**config.mk**
```make
export PLATFORM = sky130hd
export DESIGN_NAME = mbus_cycle_seq
export DESIGN_NICKNAME = d
export VERILOG_FILES = /design/src/rtl/mbus_pkg.sv /design/src/rtl/mbus_req_reg.sv /design/src/rtl/mbus_fsm.sv /design/src/rtl/mbus_pin_drv.sv /design/src/rtl/mbus_rdata_cap.sv /design/src/rtl/mbus_cycle_seq.sv
export SDC_FILE = /design/constraint.sdc
export NUM_CORES = 1
export LEC_CHECK = 0
export ABC_CLOCK_PERIOD_IN_PS = 3400
export BUFFER_PORTS_ARGS = -buffer_cell sky130_fd_sc_hd__buf_2
export CORE_UTILIZATION = 23
export CTS_CLUSTER_DIAMETER = 150
export DETAILED_ROUTE_END_ITERATION = 8
export SKIP_CTS_REPAIR_TIMING = 1
export SYNTH_ARGS = -nofsm -noshare
export SYNTH_HDL_FRONTEND = slang
export SYNTH_SLANG_ARGS = --single-unit
```
**constraint.sdc**
```tcl
create_clock -name clk -period 3.4 [get_ports clk]
set_input_delay 0.34 -clock clk [delete_from_list [all_inputs] [get_ports clk]]
set_output_delay 0.34 -clock clk [all_outputs]
set_load 0.01 [all_outputs]
```
**src/rtl/mbus_pkg.sv**
```systemverilog
package mbus_pkg;

    typedef enum logic [2:0] {
        ST_IDLE = 3'd0,
        ST_ADDR = 3'd1,
        ST_STRB = 3'd2,
        ST_SMPL = 3'd3,
        ST_WAIT = 3'd4,
        ST_DONE = 3'd5,
        ST_HOLD = 3'd6
    } bus_state_e;

    localparam logic [1:0] SEG_EXTRA = 2'b00;
    localparam logic [1:0] SEG_STACK = 2'b01;
    localparam logic [1:0] SEG_CODE  = 2'b10;
    localparam logic [1:0] SEG_DATA  = 2'b11;

    function automatic logic in_strobe(input bus_state_e s);
        return (s == ST_STRB) || (s == ST_SMPL) || (s == ST_WAIT);
    endfunction

endpackage

```
**src/rtl/mbus_req_reg.sv**
```systemverilog
module mbus_req_reg #(
    parameter int ADDR_W = 20,
    parameter int DATA_W = 16
) (
    input  logic              clk,
    input  logic              rst_n,
    input  logic              load,
    input  logic              in_write,
    input  logic              in_mem,
    input  logic [ADDR_W-1:0] in_addr,
    input  logic              in_bhe_n,
    input  logic [1:0]        in_seg,
    input  logic [DATA_W-1:0] in_wdata,
    input  logic              in_ie,
    output logic              cur_write,
    output logic              cur_mem,
    output logic [ADDR_W-1:0] cur_addr,
    output logic              cur_bhe_n,
    output logic [1:0]        cur_seg,
    output logic [DATA_W-1:0] cur_wdata,
    output logic              cur_ie
);

    always_ff @(posedge clk or negedge rst_n) begin
        if (!rst_n) begin
            cur_write <= 1'b0;
            cur_mem   <= 1'b0;
            cur_addr  <= '0;
            cur_bhe_n <= 1'b1;
            cur_seg   <= 2'b00;
            cur_wdata <= '0;
            cur_ie    <= 1'b0;
        end else if (load) begin
            cur_write <= in_write;
            cur_mem   <= in_mem;
            cur_addr  <= in_addr;
            cur_bhe_n <= in_bhe_n;
            cur_seg   <= in_seg;
            cur_wdata <= in_wdata;
            cur_ie    <= in_ie;
        end
    end

endmodule

```
**src/rtl/mbus_fsm.sv**
```systemverilog
module mbus_fsm
    import mbus_pkg::*;
(
    input  logic       clk,
    input  logic       rst_n,
    input  logic       req_valid,
    input  logic       ready,
    input  logic       hold,
    output bus_state_e state,
    output logic       accept
);

    bus_state_e state_nx;
    logic       open_slot;

    assign open_slot = (state == ST_IDLE) || (state == ST_DONE);
    assign accept    = open_slot && !hold && req_valid;

    always_ff @(posedge clk or negedge rst_n) begin
        if (!rst_n) state <= ST_IDLE;
        else        state <= state_nx;
    end

    always_comb begin
        state_nx = state;
        unique case (state)
            ST_IDLE: begin
                if (hold)           state_nx = ST_HOLD;
                else if (req_valid) state_nx = ST_ADDR;
            end
            ST_ADDR: state_nx = ST_STRB;
            ST_STRB: state_nx = ST_SMPL;
            ST_SMPL: state_nx = ready ? ST_DONE : ST_WAIT;
            ST_WAIT: state_nx = ready ? ST_DONE : ST_WAIT;
            ST_DONE: begin
                if (hold)           state_nx = ST_HOLD;
                else if (req_valid) state_nx = ST_ADDR;
                else                state_nx = ST_IDLE;
            end
            ST_HOLD: begin
                if (!hold)          state_nx = ST_IDLE;
            end
            default: state_nx = ST_IDLE;
        endcase
    end

endmodule

```
**src/rtl/mbus_pin_drv.sv**
```systemverilog
module mbus_pin_drv
    import mbus_pkg::*;
#(
    parameter int ADDR_W = 20,
    parameter int DATA_W = 16
) (
    input  bus_state_e               state,
    input  logic                     cur_write,
    input  logic                     cur_mem,
    input  logic [ADDR_W-1:0]        cur_addr,
    input  logic                     cur_bhe_n,
    input  logic [1:0]               cur_seg,
    input  logic [DATA_W-1:0]        cur_wdata,
    input  logic                     cur_ie,
    output logic                     ale,
    output logic [DATA_W-1:0]        ad_out,
    output logic                     ad_oe,
    output logic [ADDR_W-DATA_W-1:0] as_out,
    output logic                     ctl_oe,
    output logic                     bhe_n,
    output logic                     m_io,
    output logic                     dt_r,
    output logic                     den_n,
    output logic                     rd_n,
    output logic                     wr_n,
    output logic                     hlda
);

    localparam int HI_W = ADDR_W - DATA_W;

    logic [HI_W-1:0] status;

    always_comb begin
        status    = '0;
        status[1:0] = cur_seg;
        status[2]   = cur_ie;
    end

    always_comb begin
        ale    = 1'b0;
        ad_out = '0;
        ad_oe  = 1'b0;
        as_out = '0;
        ctl_oe = 1'b1;
        bhe_n  = cur_bhe_n;
        m_io   = cur_mem;
        dt_r   = cur_write;
        den_n  = 1'b1;
        rd_n   = 1'b1;
        wr_n   = 1'b1;
        hlda   = 1'b0;
        unique case (state)
            ST_IDLE: begin
                bhe_n = 1'b1;
            end
            ST_ADDR: begin
                ale    = 1'b1;
                ad_oe  = 1'b1;
                ad_out = cur_addr[DATA_W-1:0];
                as_out = cur_addr[ADDR_W-1:DATA_W];
            end
            ST_STRB, ST_SMPL, ST_WAIT: begin
                as_out = status;
                den_n  = 1'b0;
                if (cur_write) begin
                    ad_oe  = 1'b1;
                    ad_out = cur_wdata;
                    wr_n   = 1'b0;
                end else begin
                    rd_n   = 1'b0;
                end
            end
            ST_DONE: begin
                as_out = status;
                if (cur_write) begin
                    ad_oe  = 1'b1;
                    ad_out = cur_wdata;
                    den_n  = 1'b0;
                end
            end
            ST_HOLD: begin
                ctl_oe = 1'b0;
                bhe_n  = 1'b1;
                hlda   = 1'b1;
            end
            default: begin
                ctl_oe = 1'b1;
            end
        endcase
    end

endmodule

```
**src/rtl/mbus_rdata_cap.sv**
```systemverilog
module mbus_rdata_cap
    import mbus_pkg::*;
#(
    parameter int DATA_W = 16
) (
    input  logic              clk,
    input  logic              rst_n,
    input  bus_state_e        state,
    input  logic              ready,
    input  logic              cur_write,
    input  logic [DATA_W-1:0] ad_in,
    output logic [DATA_W-1:0] rdata,
    output logic              rdata_valid
);

    logic take;

    assign take = ((state == ST_SMPL) || (state == ST_WAIT)) && ready && !cur_write;

    always_ff @(posedge clk or negedge rst_n) begin
        if (!rst_n) begin
            rdata       <= '0;
            rdata_valid <= 1'b0;
        end else begin
            rdata_valid <= take;
            if (take) rdata <= ad_in;
        end
    end

endmodule

```
**src/rtl/mbus_cycle_seq.sv**
```systemverilog
module mbus_cycle_seq
    import mbus_pkg::*;
#(
    parameter int ADDR_W = 20,
    parameter int DATA_W = 16
) (
    input  logic                     clk,
    input  logic                     rst_n,
    input  logic                     req_valid,
    input  logic                     req_write,
    input  logic                     req_mem,
    input  logic [ADDR_W-1:0]        req_addr,
    input  logic                     req_bhe_n,
    input  logic [1:0]               req_seg,
    input  logic [DATA_W-1:0]        req_wdata,
    input  logic                     int_en,
    output logic                     req_ack,
    input  logic                     ready,
    input  logic                     hold,
    output logic                     hlda,
    input  logic [DATA_W-1:0]        ad_in,
    output logic [DATA_W-1:0]        rdata,
    output logic                     rdata_valid,
    output logic                     ale,
    output logic [DATA_W-1:0]        ad_out,
    output logic                     ad_oe,
    output logic [ADDR_W-DATA_W-1:0] as_out,
    output logic                     ctl_oe,
    output logic                     bhe_n,
    output logic                     m_io,
    output logic                     dt_r,
    output logic                     den_n,
    output logic                     rd_n,
    output logic                     wr_n
);

    bus_state_e        state;
    logic              accept;
    logic              cur_write;
    logic              cur_mem;
    logic [ADDR_W-1:0] cur_addr;
    logic              cur_bhe_n;
    logic [1:0]        cur_seg;
    logic [DATA_W-1:0] cur_wdata;
    logic              cur_ie;

    assign req_ack = accept;

    mbus_fsm u_fsm (
        .clk       (clk),
        .rst_n     (rst_n),
        .req_valid (req_valid),
        .ready     (ready),
        .hold      (hold),
        .state     (state),
        .accept    (accept)
    );

    mbus_req_reg #(.ADDR_W(ADDR_W), .DATA_W(DATA_W)) u_req (
        .clk       (clk),
        .rst_n     (rst_n),
        .load      (accept),
        .in_write  (req_write),
        .in_mem    (req_mem),
        .in_addr   (req_addr),
        .in_bhe_n  (req_bhe_n),
        .in_seg    (req_seg),
        .in_wdata  (req_wdata),
        .in_ie     (int_en),
        .cur_write (cur_write),
        .cur_mem   (cur_mem),
        .cur_addr  (cur_addr),
        .cur_bhe_n (cur_bhe_n),
        .cur_seg   (cur_seg),
        .cur_wdata (cur_wdata),
        .cur_ie    (cur_ie)
    );

    mbus_pin_drv #(.ADDR_W(ADDR_W), .DATA_W(DATA_W)) u_drv (
        .state     (state),
        .cur_write (cur_write),
        .cur_mem   (cur_mem),
        .cur_addr  (cur_addr),
        .cur_bhe_n (cur_bhe_n),
        .cur_seg   (cur_seg),
        .cur_wdata (cur_wdata),
        .cur_ie    (cur_ie),
        .ale       (ale),
        .ad_out    (ad_out),
        .ad_oe     (ad_oe),
        .as_out    (as_out),
        .ctl_oe    (ctl_oe),
        .bhe_n     (bhe_n),
        .m_io      (m_io),
        .dt_r      (dt_r),
        .den_n     (den_n),
        .rd_n      (rd_n),
        .wr_n      (wr_n),
        .hlda      (hlda)
    );

    mbus_rdata_cap #(.DATA_W(DATA_W)) u_cap (
        .clk         (clk),
        .rst_n       (rst_n),
        .state       (state),
        .ready       (ready),
        .cur_write   (cur_write),
        .ad_in       (ad_in),
        .rdata       (rdata),
        .rdata_valid (rdata_valid)
    );

endmodule

```
* After elaboration in Yosys (flattened, before gate mapping) *
Cells that the tools add are included.

storage, ports and cells
  bits in registers = 62
  bits of input ports = 63
  output and inout bits = 48
  logic and storage cells = 52

cells by class
  equal/unequal tests = 8
  mux-type cells = 20
  reductions and logical operators = 14

operator list
  kind                number
  $pmux 16 s2         1
  $pmux 3 s6          1
  $mux 16             1
  $mux 3              4
  $mux 1              10
  $eq 3x3->1 const B  3
  $pmux 4 s2          1
  $eq 3x2->1 const B  2
  $logic_and 1x1->1   4
  $pmux 1 s2          2
  $reduce_or 2->1     2
  $reduce_or 4->1     1
  $eq 3x1->1 const B  1
  $logic_not 3->1     1
  $ne 3x3->1 const B  1
  $reduce_or 3->1     1
  $logic_not 1->1     2
  $logic_or 1x1->1    2
  $ne 2x2->1 const B  1
  $reduce_and 2->1    1

* Longest topological paths before layout *
Gate-level depths: netlist (run 1).

  depth after elaboration = 4
  depth in mapped cells = 6
  depth with buffers taken out = 3

* Modules after synthesis *
Synthesis (run 1) repeated with hierarchy kept, for this count alone.

second synthesis, totals
  cell total of the unflattened synthesis = 254
  area total of the unflattened synthesis = 3377.0 µm²

modules (own cells, without submodules)
  module          times used  cells each  area each (µm²)  seq. area each (µm²)
  mbus_req_reg    1           89          1766.7           1052.3
  mbus_rdata_cap  1           102         1049.8           425.4
  mbus_pin_drv    1           42          371.6            0.0
  mbus_fsm        1           21          188.9            75.1

* Least setup slack after synthesis (run 1) *
OpenSTA, ideal clock, no wires.

  path kind = reg2out
  start point = register u_fsm.state[2]
  end point = output port ad_out[10]
  arrival = 1662 ps
  required time = 3060 ps
  slack = 1398 ps
  cell stages (with the launch flop) = 6
  buffers on the path = 2
  cell sequence = dfrtp_1 > buf_2 > nand2b_1 > nor2_1 > clkbuf_1 > a22o_1

on the way
  longest elaborated chain between the ends = 3

ends and longest elaborated chain
  element                                   RTL line              source
  from (decl)                               mbus_fsm.sv:9         output bus_state_e state,
  from (signal assigned)                    mbus_fsm.sv:21        else state <= state_nx;
  $eq 3x2->1 or $eq 3x3->1 (tied branches)  mbus_pin_drv.sv:52    unique case (state)
  $reduce_or 4->1 (no source line)          -
  $pmux 16 s2 *                             mbus_pin_drv.sv:52
  to (decl)                                 mbus_cycle_seq.sv:25  output logic [DATA_W-1:0] ad_out,

Mark *: on every way between the ends. The rest lies on a longest branch, timed or not.

* Worst setup path after layout (run 1) *
  start point = register u_fsm.state[2]
  end point = output port ad_out[6]

The elaborated chain is that of the path after synthesis.

==> flow_summary.ini, run 1 <==
[synthesis]
synth_area_um2 = 3180
synthArstFlopShare_pct = 100
synth.area.top_cells = dfrtp_1, mux2_4, a22o_1, a221oi_1, o32ai_1
synth.avg_cell_area_um2 = 12.3
netlist.top_cell.by_area = dfrtp_1
synthCells = 258
share_of_synthesized_area_occupied_by_flip_flops_and_latches_pct = 48.8
yosys_warnings = 0
synthDominantCellAreaShare_pct = 48.0
netlist-cell-type-count = 32
postSynth.topFlopCell = dfrtp_1
postSynthNetCount = 321
synth_edf_count = 0
ys_ff_latch = 62

[place]
place_inst = 526
gp_congestion = 0.730
placement.setup.worst_slack_ns = 1.16
io_buffers = 110
dpl_cell_area_um2 = 3850
detailed_place_hpwl_um = 5540

[timing]
final_number_of_max_transition_violations = 0
period_share_pct = 76.0
final_period_minus_worst_setup_slack_ns = 2.58
finalSetupViolations = 0
worst_slack_ns = 0.818
worst_slew_margin_rel_pct = 39.0
maxClockFrequency_mhz = 387
skew_ns = 0.00404
fin_setup_tns_ns = 0
grt_setup_unrepaired = no
worstMarginPinSlew_ns = 0.915
final_hold_viol_count = 0

[floorplan]
die_h_um = 120
die_area_um2 = 14300
design.core.area_um2 = 13300
fp-row-count = 42
start_util_pct = 23.8
io_pins = 111
die_width_um = 120

[drt]
drt_via_density = 4.50
drt_first_iter_violations = 70
ant_nets = 0
detail_route.drc_violations = 0
m1WireLength_um = 3650
dr_wl_met3_um = 544
highest-signal-layer = met4
route.final.wire_length_um = 8100
wire_per_inst_um = 15.0
route.vias.total = 2441
drt-pass1-iter-count = 4
met2WireLength_um = 3800

[finish]
post-route-cell-area_um2 = 4180
layout.nets = 424
instances_no_fill = 542
share_of_final_layout_standard_cells_stronger_than_drive_strength_1_pct = 48.6
postLayoutCoreUtil_pct = 31.3
area_growth_pct = 31.4
antenna-diode-count = 0

[clock_network]
cts_root_buf = clkbuf_16
clockBufferDepth = 2
clk_pin_slew_worst_paths_ns = 0.06
tritoncts.num_buffers = 9
cts-htree-levels = 3
numClockSinks = 62
tritoncts = built
clock_latency_ns = 0.34

[setup_path]
ff2ff_setup_slack_ns = 1.24
crit_type = reg -> out
timing.critical_path.arrival_ns = 2.24
critical_path.startpoint_type = flop
crit_required_ns = 3.06
cp_max_fo = 17
critPathCaptureType = output port

[global_route]
grt_first_pass_wirelength_um = 12900
grt-ovfl-total = 0
grt.total_usage_pct = 11.9
antenna_violations_before_repair = 0
grt_start_max_net_pins = 44
grt_pass1_vias = 2469

[hold_path]
holdCritPathClass = in -> async

[power]
power_density_nw_per_um2 = 1020
peakVddDrop_v = 0.000402
power.static_leakage_nw = 2.10

[job]
maxCapViolations = 0

[outcome]
outcome = complete, no violations
-- sequential cells by signal, summed over array words and instances (netlist names) --
signal and cells:
u_req.cur_seg 2, u_req.cur_addr 20, u_cap.rdata 16, u_req.cur_wdata 16, u_req.cur_mem 1, u_cap.rdata_valid 1
u_req.cur_bhe_n 1, u_req.cur_ie 1, u_fsm.state 3, u_req.cur_write 1
-- worst max-delay path, cell delays in order (launching register included) --
cell and delay [ns]:
dfrtp_1 0.57, nor2b_1 0.33, o21a_1 0.64, a22o_1 0.24, buf_2 0.13
-- metal layers --
| layer | vias up | track usage, % |
|---|---|---|
| met5 | - | 0 |
| met4 | 0 | 4.77 |
| met3 | 10 | 4.37 |
| met2 | 86 | 18.8 |
| met1 | 1181 | 14.8 |
| li1 | 1164 | - |
-- final timing paths --
check | start | endpoint | cells after the start
setup / recovery | u_fsm.state[2]$_DFFE_PN0P_ | ad_out[6] | 4
hold / removal | rst_n | u_cap.rdata[2]$_DFFE_PN0P_ | 1
setup reg to reg | u_fsm.state[1]$_DFFE_PN0P_ | u_req.cur_addr[19]$_DFFE_PN0P_ | 3
hold reg to reg | u_req.cur_addr[18]$_DFFE_PN0P_ | u_req.cur_addr[18]$_DFFE_PN0P_ | 1
max in group asynchronous | rst_n | u_req.cur_wdata[9]$_DFFE_PN0P_ | 2
min in group clk | req_wdata[8] | u_req.cur_wdata[8]$_DFFE_PN0P_ | 2
-- logic make-up after synthesis --
kind of cell	after synthesis	share of synthesized area, %
adder cells (fa/ha/maj)	1	0.315
buffers and inverters	46	7.01
AND/OR/NAND/NOR	42	7.32
flip-flops	62	48.8
AO/OA/AOI/OAI	64	16.7
multiplexers	43	19.8
-- report_power, final --
group	total, mW	switching [mW]	internal [mW]	leakage [nW]
sequential	1.40	0.274	1.12	0.731
clock	0.995	0.348	0.647	0.157
combinational	1.88	0.912	0.972	1.21
-- cell type report --
cell class              count  area (µm²)
repair buffers            116         596
clock buffers              10         229
flip-flops and latches     62        1550
well taps                 176         220
inverters                  22        82.6
clock inverters             6        95.1
multi-input cells         150        1400
fillers                  1390        9170
-- cells in the mapped netlist (2+ instances only) --
cell / count
nor3_1: 16
nor2_1: 3
clkbuf_1: 14
a22o_1: 17
mux2_2: 3
buf_6: 6
a22oi_1: 3
buf_2: 4
nand2b_1: 7
a21oi_1: 2
and2_1: 2
mux2_4: 39
dfrtp_1: 61
o32ai_1: 16
nand2_1: 7
inv_1: 22
o21ai_0: 3
nor2b_1: 3
a221oi_1: 16
a211oi_1: 2
-- cell usage in the layout (no fill, tap or decap), types with 2 or more instances in the layout --
cell type    n
nor3_1      16
clkbuf_16    9
bufinv_16    2
buf_4        6
a211oi_1     2
dfrtp_1     61
a21oi_1      2
o32ai_1     16
a22oi_1      3
clkinv_4     3
o21ai_0      3
nor2b_1      3
buf_2      110
and2_1       2
nand2_1      7
nand2b_1     7
mux2_4      39
a221oi_1    16
a22o_1      17
nor2_1       3
mux2_2       3
inv_1       22
-- through the flow --
step                hold slack [ns]  total power [mW]
finish                        0.142              4.28
global route                  0.209              4.55
CTS                           0.165              4.33
detailed placement            0.492              3.31
global placement              0.493              3.27
floorplan                    0.0444              2.71
No activity file was read; power rests on OpenSTA's default activity.
==> run 2, diff against run 1 <==
ABC_CLOCK_PERIOD_IN_PS = 2200   (was 3400)
clock period = 2.2 ns   (was 3.4 ns; I/O delays follow)
==> flow_summary.ini, run 2 (synthesized netlist as in run 1, its figures left out) <==
[power]
power.static_leakage_nw = 2.12
peakVddDrop_v = 0.000528
power_density_nw_per_um2 = 1540

[global_route]
grt.total_usage_pct = 11.9
grt_start_max_net_pins = 44
grt-ovfl-total = 0
antenna_violations_before_repair = 0
grt_pass1_vias = 2546
grt_first_pass_wirelength_um = 13200

[floorplan]
die_area_um2 = 14300
start_util_pct = 23.8
io_pins = 111
die_width_um = 120
fp-row-count = 42
design.core.area_um2 = 13300
die_h_um = 120

[timing]
grt_setup_unrepaired = no
worst_slew_margin_rel_pct = 52.1
final_number_of_max_transition_violations = 0
maxClockFrequency_mhz = 471
final_hold_viol_count = 0
period_share_pct = 96.5
worstMarginPinSlew_ns = 0.719
final_period_minus_worst_setup_slack_ns = 2.12
skew_ns = 0.00811
finalSetupViolations = 0

[setup_path]
cp_max_fo = 43
critPathCaptureType = output port
crit_type = reg -> out
reg_to_reg_critical_path_startpoint = u_fsm.state[0]$_DFFE_PN0P_
critical_path.startpoint_type = flop
ff2ff_path_depth = 4
ff2ff_setup_slack_ns = 0.34
crit_required_ns = 1.98
r2r_end = u_cap.rdata[0]$_DFFE_PN0P_
timing.critical_path.arrival_ns = 1.90

[drt]
wire_per_inst_um = 15.0
ant_nets = 0
drt-pass1-iter-count = 4
route.final.wire_length_um = 8250
detail_route.drc_violations = 0
drt_via_density = 4.52
route.vias.total = 2483
drt_first_iter_violations = 122

[clock_network]
tritoncts = built
cts-htree-levels = 3
clockBufferDepth = 2
tritoncts.num_buffers = 9
cts_root_buf = clkbuf_16
numClockSinks = 62
clk_pin_slew_worst_paths_ns = 0.06
clock_latency_ns = 0.32

[finish]
antenna-diode-count = 0
area_growth_pct = 33.0
share_of_final_layout_standard_cells_stronger_than_drive_strength_1_pct = 50.1
layout_commonest_cell = buf_2
biggestRegsByFlops = u_req.cur_addr: 20 flops, u_cap.rdata: 16 flops, u_req.cur_wdata: 16 flops
max_flop_register = u_req.cur_addr
final_cell_mix = buf_2, dfrtp_1, mux2_4, inv_1, a22o_1
layout.nets = 431
post-route-cell-area_um2 = 4230
largest_register_ffs = 20
instances_no_fill = 549

[place]
place_inst = 532
gp_congestion = 0.736
dpl_cell_area_um2 = 3930
detailed_place_hpwl_um = 5710
io_buffers = 110

[hold_path]
min-delay-start = req_addr[7]
holdCritPathClass = in -> reg
worstHoldPathCells = 2
min_to = u_req.cur_addr[7]$_DFFE_PN0P_

[outcome]
outcome = complete, no violations

[job]
maxCapViolations = 0
[run 2: worst max-delay path: stages, from the launching register on]
cell and delay, ns:
dfrtp_1 0.45, nor2b_1 0.19, or4_4 0.49, buf_12 0.22
inv_1 0.08, buf_2 0.12
[run 2: worst max path at each step]
stage	startpoint	endpoint	slack, ns	cells past startpoint
after CTS	u_fsm.state[1]$_DFFE_PN0P_	wr_n	-0.06	5
final	u_fsm.state[2]$_DFFE_PN0P_	req_ack	0.08	5
after global placement	u_fsm.state[1]$_DFFE_PN0P_	u_cap.rdata[5]$_DFFE_PN0P_	0.29	4
after global routing	u_fsm.state[0]$_DFFE_PN0P_	ad_out[12]	0.002	6
after detailed placement	u_fsm.state[1]$_DFFE_PN0P_	u_cap.rdata[3]$_DFFE_PN0P_	0.22	4
after floorplan	u_fsm.state[2]$_DFFE_PN0P_	ad_out[10]	0.32	5
[run 2: power by group]
group          total [mW]  switching, mW  internal, mW
sequential           2.17          0.432          1.74
combinational        3.01           1.43          1.58
clock                1.34          0.521         0.821
[run 2: layout make-up]
type                            instances  area [µm²]
Fill cell                            1379        9120
Sequential cell                        62        1550
Multi-Input combinational cell        150        1410
Timing Repair Buffer                  123         679
Clock buffer                           11         253
Tap cell                              176         220
Inverter                               22        82.6
Clock inverter                          5        33.8
[run 2: per-layer routing]
metal  share of wire [%]  track usage, %  vias to the layer above
met5                   0               0                        -
met4                 1.1            3.13                        0
met3                 6.0            3.66                        8
met2                  50            19.4                       89
met1                  43            15.2                     1208
li1                    -               -                     1178
[run 2: per-stage QoR]
step	worst slack (ns)	power, mW	setup TNS [ns]	hold slack (ns)	utilization (%)
global route	0.00206	6.98	0	0.111	31.7
global placement	0.288	5.13	0	0.314	29.4
floorplan	0.318	4.18	0	-0.0756	-
CTS	-0.0563	6.60	-0.114	-0.0327	31.6
detailed placement	0.222	5.20	0	0.319	29.4
finish	0.0768	6.52	0	0.125	31.7
==> run 3, diff against run 2 <==
PLACE_DENSITY_LB_ADDON = 0.08   (was default)
==> flow_summary.ini, run 3 (synthesized netlist as in run 1, its figures left out) <==
[timing]
finalSetupViolations = 0
final_hold_viol_count = 0
skew_ns = 0.00533
final.hold.worst_slack_ns = 0.123
fin_setup_tns_ns = 0
final_number_of_max_transition_violations = 0
worst_slew_margin_rel_pct = 56.9
period_share_pct = 94.6
worstMarginPinSlew_ns = 0.647
final_period_minus_worst_setup_slack_ns = 2.08
grt_setup_unrepaired = no
maxClockFrequency_mhz = 480

[power]
design_power_total_mw = 6.56
peakVddDrop_v = 0.000443
power_density_nw_per_um2 = 1530
power.static_leakage_nw = 2.16

[drt]
drt_first_iter_violations = 120
route.vias.total = 2482
detail_route.drc_violations = 0
drt_via_density = 4.49
wire_per_inst_um = 16.3
drt-pass1-iter-count = 4
route.final.wire_length_um = 9010
ant_nets = 0

[clock_network]
clock_latency_ns = 0.32
numClockSinks = 62
cts-htree-levels = 3
tritoncts.num_buffers = 9
cts_root_buf = clkbuf_16
tritoncts = built
clk_pin_slew_worst_paths_ns = 0.06
clockBufferDepth = 2

[global_route]
grt.total_usage_pct = 12.9
grt_first_pass_wirelength_um = 14000
grt_pass1_vias = 2515
grt_start_max_net_pins = 44
grt-ovfl-total = 0
antenna_violations_before_repair = 0

[floorplan]
start_util_pct = 23.8
io_pins = 111
fp-row-count = 42
design.core.area_um2 = 13300
die_width_um = 120
die_h_um = 120
die_area_um2 = 14300

[finish]
final_cell_mix = buf_2, dfrtp_1, mux2_4, inv_1, a22o_1
layout_commonest_cell = buf_2
max_flop_register = u_req.cur_addr
share_of_final_layout_standard_cells_stronger_than_drive_strength_1_pct = 50.9
largest_register_ffs = 20
fillerInstances = 1426
antenna-diode-count = 0
area_growth_pct = 34.8
layout.nets = 436
biggestRegsByFlops = u_req.cur_addr: 20 flops, u_cap.rdata: 16 flops, u_req.cur_wdata: 16 flops

[outcome]
outcome = complete, no violations

[setup_path]
timing.critical_path.arrival_ns = 1.86
cp_max_fo = 11
crit_required_ns = 1.98
critical_path.startpoint_type = flop
critPathCaptureType = output port
crit_type = reg -> out

[place]
gp_congestion = 0.686
io_buffers = 110
detailed_place_hpwl_um = 5970

[hold_path]
holdCritPathClass = in -> reg

[job]
maxCapViolations = 0
==> run 3: through the flow <==
stage / cells / area [µm²] / worst slack, ns / util [%]
final: 553 / 4290 / 0.118 / 32.1
after CTS: 549 / 4210 / -0.0456 / 31.5
after floorplan: 258 / 3180 / 0.318 / -
after detailed placement: 534 / 3930 / 0.294 / 29.4
after global routing: 553 / 4290 / 0.0503 / 32.1
after global placement: 534 / 3930 / 0.311 / 29.4
==> run 3: power by group <==
part / switching, mW / leakage [nW] / total, mW / internal, mW
clock network: 0.501 / 0.137 / 1.31 / 0.810
registers: 0.411 / 0.730 / 2.15 / 1.74
logic: 1.47 / 1.29 / 3.10 / 1.63
==> run 3: critical path, cell delays in order (launching register included) <==
cell and delay, ns:
dfrtp_2 0.41, buf_4 0.17, nor2b_4 0.05, or4_4 0.54
buf_16 0.18, inv_1 0.05, buf_2 0.11
==> run 3: path summary, 6_finish.rpt <==
check	cells past startpoint	endpoint	slack (ns)	startpoint
worst max-delay path	6	req_ack	0.12	u_fsm.state[2]$_DFFE_PN0P_
worst min-delay path	2	u_req.cur_bhe_n$_DFFE_PN1P_	0.12	req_bhe_n
worst max register to register	6	u_req.cur_wdata[12]$_DFFE_PN0P_	0.20	u_fsm.state[2]$_DFFE_PN0P_
worst min register to register	1	u_req.cur_wdata[6]$_DFFE_PN0P_	0.51	u_req.cur_wdata[6]$_DFFE_PN0P_
max in group asynchronous	3	u_req.cur_bhe_n$_DFFE_PN1P_	1.31	rst_n
min in group asynchronous	3	u_req.cur_addr[3]$_DFFE_PN0P_	0.48	rst_n
==> run 3: cell type report <==
class | count | area, µm² | area share, %
multi-input cells | 150 | 1410 | 32.9
clock buffers | 11 | 253 | 5.90
flip-flops and latches | 62 | 1550 | 36.3
repair buffers | 128 | 743 | 17.3
clock inverters | 4 | 22.5 | 0.526
well taps | 176 | 220 | 5.14
inverters | 22 | 82.6 | 1.93
==> run 3: routing by layer <==
metal / global-route usage [%] / routed length, µm / share of wire (%) / vias up
met2: 19.3 / 3990 / 44 / 78
met3: 4.71 / 628 / 7.0 / 9
met4: 4.22 / 115 / 1.3 / 0
met1: 17.2 / 4270 / 47 / 1203
met5: 0 / 0 / 0 / -
li1: - / - / - / 1192
